==> config.mk <==
export PLATFORM = sky130hd
export DESIGN_NAME = xlat_data_unit
export DESIGN_NICKNAME = d
export VERILOG_FILES = /design/src/rtl/xlat_pkg.sv /design/src/rtl/xlat_mode_sel.sv /design/src/rtl/xlat_perm_check.sv /design/src/rtl/xlat_phys_post.sv /design/src/rtl/xlat_data_unit.sv
export SDC_FILE = /design/constraint.sdc
export NUM_CORES = 1
export LEC_CHECK = 0
export BUFFER_PORTS_ARGS = -buffer_cell sky130_fd_sc_hd__buf_2
export CAP_MARGIN = 10
export CORE_MARGIN = 10
export CORE_UTILIZATION = 49
export DETAILED_ROUTE_END_ITERATION = 10
export PLACE_DENSITY_LB_ADDON = 0.12
export SYNTH_ARGS = -nofsm -noshare
export SYNTH_HDL_FRONTEND = slang
export SYNTH_SLANG_ARGS = --single-unit
export TNS_END_PERCENT = 5
==> constraint.sdc <==
create_clock -name clk -period 1.69 [get_ports clk]
set_input_delay 0.338 -clock clk [delete_from_list [all_inputs] [get_ports clk]]
set_output_delay 0.338 -clock clk [all_outputs]
set_load 0.01 [all_outputs]
==> src/rtl/xlat_pkg.sv <==
package xlat_pkg;
    typedef enum logic [2:0] {
        FLT_NONE     = 3'd0,
        FLT_ALIGN    = 3'd1,
        FLT_ACV      = 3'd2,
        FLT_PAGE     = 3'd3,
        FLT_MISS_PTE = 3'd4,
        FLT_MISS     = 3'd5,
        FLT_MCHK     = 3'd6
    } fault_e;

    typedef enum logic {
        ST_IDLE  = 1'b0,
        ST_REPLY = 1'b1
    } rsp_state_e;

    localparam int FLAG_W   = 6;
    localparam int FB_WR    = 0;
    localparam int FB_ACV   = 1;
    localparam int FB_BADVA = 2;
    localparam int FB_MISS  = 3;
    localparam int FB_FOR   = 4;
    localparam int FB_FOW   = 5;

    localparam int          MODE_W      = 2;
    localparam int          NMODES      = 1 << MODE_W;
    localparam logic [1:0]  MODE_KERNEL = 2'd0;
endpackage

==> src/rtl/xlat_mode_sel.sv <==
module xlat_mode_sel
    import xlat_pkg::*;
(
    input  logic              priv_code,
    input  logic              req_alt,
    input  logic [MODE_W-1:0] cur_mode,
    input  logic [MODE_W-1:0] alt_mode,
    output logic [MODE_W-1:0] eff_mode
);
    always_comb begin
        if (priv_code) begin
            eff_mode = req_alt ? alt_mode : MODE_KERNEL;
        end else begin
            eff_mode = cur_mode;
        end
    end
endmodule

==> src/rtl/xlat_perm_check.sv <==
module xlat_perm_check
    import xlat_pkg::*;
(
    input  logic              is_write,
    input  logic [MODE_W-1:0] eff_mode,
    input  logic [NMODES-1:0] rd_en,
    input  logic [NMODES-1:0] wr_en,
    input  logic              fo_rd,
    input  logic              fo_wr,
    output fault_e            perm_fault,
    output logic [FLAG_W-1:0] perm_flags
);
    always_comb begin
        perm_fault = FLT_NONE;
        perm_flags = '0;
        if (is_write) begin
            if (!wr_en[eff_mode]) begin
                perm_fault         = FLT_PAGE;
                perm_flags[FB_WR]  = 1'b1;
                perm_flags[FB_ACV] = 1'b1;
                perm_flags[FB_FOW] = fo_wr;
            end else if (fo_wr) begin
                perm_fault         = FLT_PAGE;
                perm_flags[FB_WR]  = 1'b1;
                perm_flags[FB_FOW] = 1'b1;
            end
        end else begin
            if (!rd_en[eff_mode]) begin
                perm_fault         = FLT_ACV;
                perm_flags[FB_ACV] = 1'b1;
                perm_flags[FB_FOR] = fo_rd;
            end else if (fo_rd) begin
                perm_fault         = FLT_PAGE;
                perm_flags[FB_FOR] = 1'b1;
            end
        end
    end
endmodule

==> src/rtl/xlat_phys_post.sv <==
module xlat_phys_post #(
    parameter int VA_W   = 64,
    parameter int PA_W   = 44,
    parameter int UNC_HI = 42,
    parameter int UNC_LO = 35
) (
    input  logic [VA_W-1:0] pa_in,
    output logic            mchk,
    output logic            uncached,
    output logic [PA_W-1:0] pa_out
);
    localparam int UNC_BIT = PA_W - 1;
    localparam int CLR_W   = UNC_HI - UNC_LO + 1;
    localparam logic [PA_W-1:0] CLR_MASK =
        PA_W'(((64'd1 << CLR_W) - 64'd1) << UNC_LO);

    always_comb begin
        mchk     = |pa_in[VA_W-1:PA_W];
        uncached = pa_in[UNC_BIT];
        pa_out   = uncached ? (pa_in[PA_W-1:0] & ~CLR_MASK) : pa_in[PA_W-1:0];
    end
endmodule

==> src/rtl/xlat_data_unit.sv <==
module xlat_data_unit
    import xlat_pkg::*;
#(
    parameter int         VA_W       = 64,
    parameter int         PA_W       = 44,
    parameter int         PAGE_SHIFT = 13,
    parameter int         VA_IMPL    = 48,
    parameter int         SIZE_W     = 4,
    parameter int         DM_HI      = 47,
    parameter int         DM_LO      = 41,
    parameter logic [6:0] DM_TAG     = 7'h7E,
    parameter int         SIGN_BIT   = 40,
    parameter int         PPN_W      = PA_W - PAGE_SHIFT
) (
    input  logic              clk,
    input  logic              rst_n,
    input  logic              req_valid,
    input  logic [VA_W-1:0]   req_vaddr,
    input  logic [SIZE_W-1:0] req_size,
    input  logic              req_write,
    input  logic              req_phys,
    input  logic              req_alt,
    input  logic              req_pte,
    input  logic [1:0]        cur_mode,
    input  logic [1:0]        alt_mode,
    input  logic              priv_code,
    input  logic              tlb_hit,
    input  logic [PPN_W-1:0]  tlb_ppn,
    input  logic [3:0]        tlb_rd_en,
    input  logic [3:0]        tlb_wr_en,
    input  logic              tlb_fo_rd,
    input  logic              tlb_fo_wr,
    output logic              rsp_valid,
    output logic [2:0]        rsp_fault,
    output logic [5:0]        rsp_flags,
    output logic [PA_W-1:0]   rsp_paddr,
    output logic              rsp_uncached
);
    localparam int SEXT_LSB = VA_IMPL - 1;

    rsp_state_e        state_q, state_d;
    logic [MODE_W-1:0] eff_mode;
    fault_e            perm_fault, pre_fault, nxt_fault;
    logic [FLAG_W-1:0] perm_flags, pre_flags, nxt_flags, wr_only;
    logic [VA_W-1:0]   pre_pa, dm_pa, tlb_pa;
    logic [SIZE_W-1:0] size_m1;
    logic              misaligned, bad_va, dm_sel;
    logic              post_mchk, post_unc;
    logic [PA_W-1:0]   post_pa;

    xlat_mode_sel u_mode (
        .priv_code (priv_code),
        .req_alt   (req_alt),
        .cur_mode  (cur_mode),
        .alt_mode  (alt_mode),
        .eff_mode  (eff_mode)
    );

    xlat_perm_check u_perm (
        .is_write   (req_write),
        .eff_mode   (eff_mode),
        .rd_en      (tlb_rd_en),
        .wr_en      (tlb_wr_en),
        .fo_rd      (tlb_fo_rd),
        .fo_wr      (tlb_fo_wr),
        .perm_fault (perm_fault),
        .perm_flags (perm_flags)
    );

    xlat_phys_post #(.VA_W(VA_W), .PA_W(PA_W)) u_post (
        .pa_in    (pre_pa),
        .mchk     (post_mchk),
        .uncached (post_unc),
        .pa_out   (post_pa)
    );

    // Address candidates
    always_comb begin
        size_m1    = req_size - SIZE_W'(1);
        misaligned = |(req_vaddr[SIZE_W-1:0] & size_m1);
        bad_va     = !((&req_vaddr[VA_W-1:SEXT_LSB]) || !(|req_vaddr[VA_W-1:SEXT_LSB]));
        dm_sel     = (req_vaddr[DM_HI:DM_LO] == DM_TAG);
        tlb_pa     = VA_W'({tlb_ppn, req_vaddr[PAGE_SHIFT-1:0]});
        dm_pa      = VA_W'(req_vaddr[PA_W-1:0]);
        if (dm_pa[SIGN_BIT]) begin
            dm_pa[PA_W-1:SIGN_BIT] = '1;
        end else begin
            dm_pa[VA_W-1:SIGN_BIT] = '0;
        end
        wr_only        = '0;
        wr_only[FB_WR] = req_write;
    end

    // Fixed-priority fault selection
    always_comb begin
        pre_fault = FLT_NONE;
        pre_flags = '0;
        pre_pa    = '0;
        if (misaligned) begin
            pre_fault = FLT_ALIGN;
            pre_flags = wr_only;
        end else if (req_phys) begin
            pre_pa = req_vaddr;
        end else if (bad_va) begin
            pre_fault           = FLT_PAGE;
            pre_flags           = wr_only;
            pre_flags[FB_BADVA] = 1'b1;
            pre_flags[FB_ACV]   = 1'b1;
        end else if (dm_sel) begin
            if (cur_mode != MODE_KERNEL) begin
                pre_fault         = FLT_ACV;
                pre_flags         = wr_only;
                pre_flags[FB_ACV] = 1'b1;
            end else begin
                pre_pa = dm_pa;
            end
        end else if (!tlb_hit) begin
            pre_fault          = req_pte ? FLT_MISS_PTE : FLT_MISS;
            pre_flags          = wr_only;
            pre_flags[FB_MISS] = 1'b1;
        end else begin
            pre_pa    = tlb_pa;
            pre_fault = perm_fault;
            pre_flags = perm_flags;
        end

        nxt_fault = pre_fault;
        nxt_flags = pre_flags;
        if (pre_fault == FLT_NONE && post_mchk) begin
            nxt_fault = FLT_MCHK;
            nxt_flags = '0;
        end
    end

    // Reply controller
    always_comb begin
        state_d = state_q;
        unique case (state_q)
            ST_IDLE:  state_d = req_valid ? ST_REPLY : ST_IDLE;
            ST_REPLY: state_d = req_valid ? ST_REPLY : ST_IDLE;
            default:  state_d = ST_IDLE;
        endcase
    end

    always_ff @(posedge clk or negedge rst_n) begin
        if (!rst_n) begin
            state_q <= ST_IDLE;
        end else begin
            state_q <= state_d;
        end
    end

    always_ff @(posedge clk or negedge rst_n) begin
        if (!rst_n) begin
            rsp_fault    <= '0;
            rsp_flags    <= '0;
            rsp_paddr    <= '0;
            rsp_uncached <= 1'b0;
        end else if (req_valid) begin
            rsp_fault    <= nxt_fault;
            rsp_flags    <= nxt_flags;
            rsp_paddr    <= (nxt_fault == FLT_NONE) ? post_pa : '0;
            rsp_uncached <= (nxt_fault == FLT_NONE) && post_unc;
        end
    end

    assign rsp_valid = (state_q == ST_REPLY);
endmodule

==> impl_metrics.env <==
export IMPL_status="finished, violations left"
export IMPL_violations="negative setup slack"
export IMPL_arrival_ns=2.39
export IMPL_design_area_sq_um=5150
export IMPL_crit_fanout=5
export IMPL_multi_input_area_sq_um=1900
export IMPL_async_reset_ff_share_pct=100
export IMPL_synth_fp_nets=458
export IMPL_criticalPathCategory="input pin to flop"
export IMPL_postCtsHoldBufs=0
export IMPL_core_region_area_sq_um=6420
export IMPL_numCtsBuffers=5
export IMPL_path_buf_inv=4
export IMPL_clock_sinks=54
export IMPL_drt_wl_total_microns=12200
export IMPL_hold_violations=0
export IMPL_syn_area_sq_um=3290
export IMPL_rsz0062_at_grt="yes"
export IMPL_fin_util_pct=80.2
export IMPL_start_util_pct=51.2
export IMPL_max_slew_margin_pct=62.9
export IMPL_rows=29
export IMPL_drv_slew=0
export IMPL_timing_hold_ws_ns=0.00318
export IMPL_antenna_cells=0
export IMPL_vias=3690
export IMPL_synth_top_area_share_pct=41.1
export IMPL_grt_max_degree=55
export IMPL_overflow=0
export IMPL_htreeDepth=2
export IMPL_pre_cts_slack_ns=-0.795
export IMPL_clk_pin_slew_ns=0.10
export IMPL_fmax_mhz=457
export IMPL_layout_drive_gt1_share_pct=55.4
export IMPL_ff2ff_path_depth=1
export IMPL_cp_start_kind="input pin"
export IMPL_io_pins=177
export IMPL_r2r_slack_ns=0.94
export IMPL_die_width_microns=102
export IMPL_endpoint_kind="flop"
export IMPL_seq_area_sq_um=1350
export IMPL_die_area_sq_um=10400
export IMPL_finalSetupViolCount=53
export IMPL_final_antenna_net_count=0
export IMPL_clk_latency_ns=0.29
export IMPL_hold_class="input pin to asynchronous set/reset pin"
export IMPL_grtUsageTotal_pct=21.8
export IMPL_yosysWarnings=0
export IMPL_synth_ff_latch_count=54
export IMPL_port_buffers=176
export IMPL_min_period_over_period_pct=129
export IMPL_synth_edf_count=0
export IMPL_critical_path_startpoint="req_vaddr[57]"
export IMPL_antenna_found_initial=0
export IMPL_final_cell_mix="buf_2, buf_4, dfrtp_1"
export IMPL_fp_dieH_microns=102
export IMPL_synth_cell_types=61
export IMPL_cp_top_family="simple AND/OR/NAND/NOR gates"
export IMPL_grt_pass1_vias=3821
export IMPL_remaining_drc_errors=0
export IMPL_wl_per_cell_microns=18.8
export IMPL_maxCapViolations=0
export IMPL_powerDensity_nw_per_um2=580
export IMPL_worst_r2r_endpoint="rsp_fault[1]"
export IMPL_fillCellCount=433
export IMPL_syn_to_final_growth_pct=56.8
export IMPL_netlist_top_cells_area="dfrtp_1, o32ai_1, o41ai_2, mux2i_1, nand2_1"
export IMPL_worstSetupEndpoint="rsp_paddr[31]"
export IMPL_r2r_start="rsp_fault[1]"
export IMPL_yosysSeqAreaShare_pct=41.1
export IMPL_finalCriticalPeriod_ns=2.19
export IMPL_syn_area_per_cell_sq_um=9.81
export IMPL_cpMaxStageDelayCell="or4_4"
export IMPL_crit_chain="buf_6 -> or4_4 -> nor3_4 -> a22oi_2 -> buf_6 -> nor4_4 -> buf_4 -> buf_4 -> a22oi_1 -> o32ai_1"
export IMPL_gp_congestion=1.01
export IMPL_worstPathRequired_ns=1.90
export IMPL_fin_ws_ns=-0.496
export IMPL_cts_tree="built"
export IMPL_synth_area_leader_cell="dfrtp_1"
export IMPL_final_common_cell="buf_2"
export IMPL_max_stage_delay_ns=0.54
export IMPL_fin_worst_skew_ns=0
export IMPL_vias_per_cell=5.69
export IMPL_dp_hpwl_microns=9400
export IMPL_netlist_instances=335
export IMPL_synth_flop_cell="dfrtp_1"
export IMPL_grt_pass1_wl_microns=18500
export IMPL_peakVddDrop_mv=0.453
export IMPL_first_iter_violations=163
export IMPL_cts_root_buf="clkbuf_8"
export IMPL_placed_cell_area_sq_um=4730
export IMPL_crit_cells=10
export IMPL_clockBufferDepth=2
export IMPL_leakagePower_nw=2.55
export IMPL_drt_pass1_iterations=4
export IMPL_tightest_slew_ns=0.555
export IMPL_layout_nets=694
-- per-layer routing --
layer	up-vias	wire [microns]	part of all wire, %	track usage, %
met5	-	0	0	0
met4	0	167	1.4	5.64
met3	14	937	7.7	6.14
met2	145	6160	51	37.6
met1	1766	4920	40	26.3
li1	1765	-	-	-
-- cells in the mapped netlist, types with 9 or more instances --
master	count
o41ai_2	9
dfrtp_1	54
a21oi_1	9
clkbuf_1	10
o32ai_1	20
inv_1	27
a22oi_1	13
o21ai_0	9
o31ai_1	10
nand3_1	22
nand2_1	37
mux2i_1	14
-- worst min path at each step --
stage,slack (ns),to,cells after the start
floorplan,0.04,rsp_fault[0],0
global placement,0.36,rsp_flags[0],2
detailed placement,0.35,rsp_flags[0],2
CTS,0.02,rsp_paddr[1],2
global route,0.03,rsp_paddr[22],2
finish,0.003,rsp_paddr[22],2
-- final cells by class --
cell class,instances,share of cell area (%)
clock buffer,6,1.60
clock inverter,2,0.753
inverter,28,2.04
multi-input combinational,229,36.9
sequential,54,26.2
tap,77,1.87
timing repair buffer,253,30.6
-- report_power, final --
| group | leakage [nW] | switching [mW] | internal [mW] | total, mW |
|---|---|---|---|---|
| Clock | 0.0618 | 0.434 | 0.488 | 0.922 |
| Combinational | 1.75 | 0.389 | 0.351 | 0.740 |
| Sequential | 0.742 | 0.0111 | 1.31 | 1.32 |
-- cells by family after synthesis --
| kind of cell | synth area share, % |
|---|---|
| flip-flops | 41.1 |
| multiplexers | 5.29 |
| AO/OA/AOI/OAI | 28.6 |
| AND/OR/NAND/NOR | 16.2 |
| buffers and inverters | 8.11 |
| adder cells (fa/ha/maj) | 0.381 |
| XOR/XNOR | 0.267 |
-- per-stage QoR --
stage / power (mW) / TNS [ns] / cells
detailed placement: 2.04 / -34.85 / 636
global placement: 2.03 / -32.27 / 636
floorplan: 1.64 / -23.28 / 335
CTS: 2.97 / -16.72 / 648
finish: 2.99 / -17.12 / 649
global route: 3.12 / -21.65 / 649
-- flip-flops by register name (all words and copies together), names as in the netlist --
signal,cells
rsp_flags,6
rsp_valid,1
rsp_paddr,44
rsp_fault,3
-- what timing repair did --
item | 4_1_cts | 5_1_grt
setup endpoints to repair | 50 | 53
cloned | 1 | 0
pin swaps | 17 | 8
buffers inserted | 3 | 1
gates resized for setup | 19 | 28
Power figures use the tool's default switching activity.
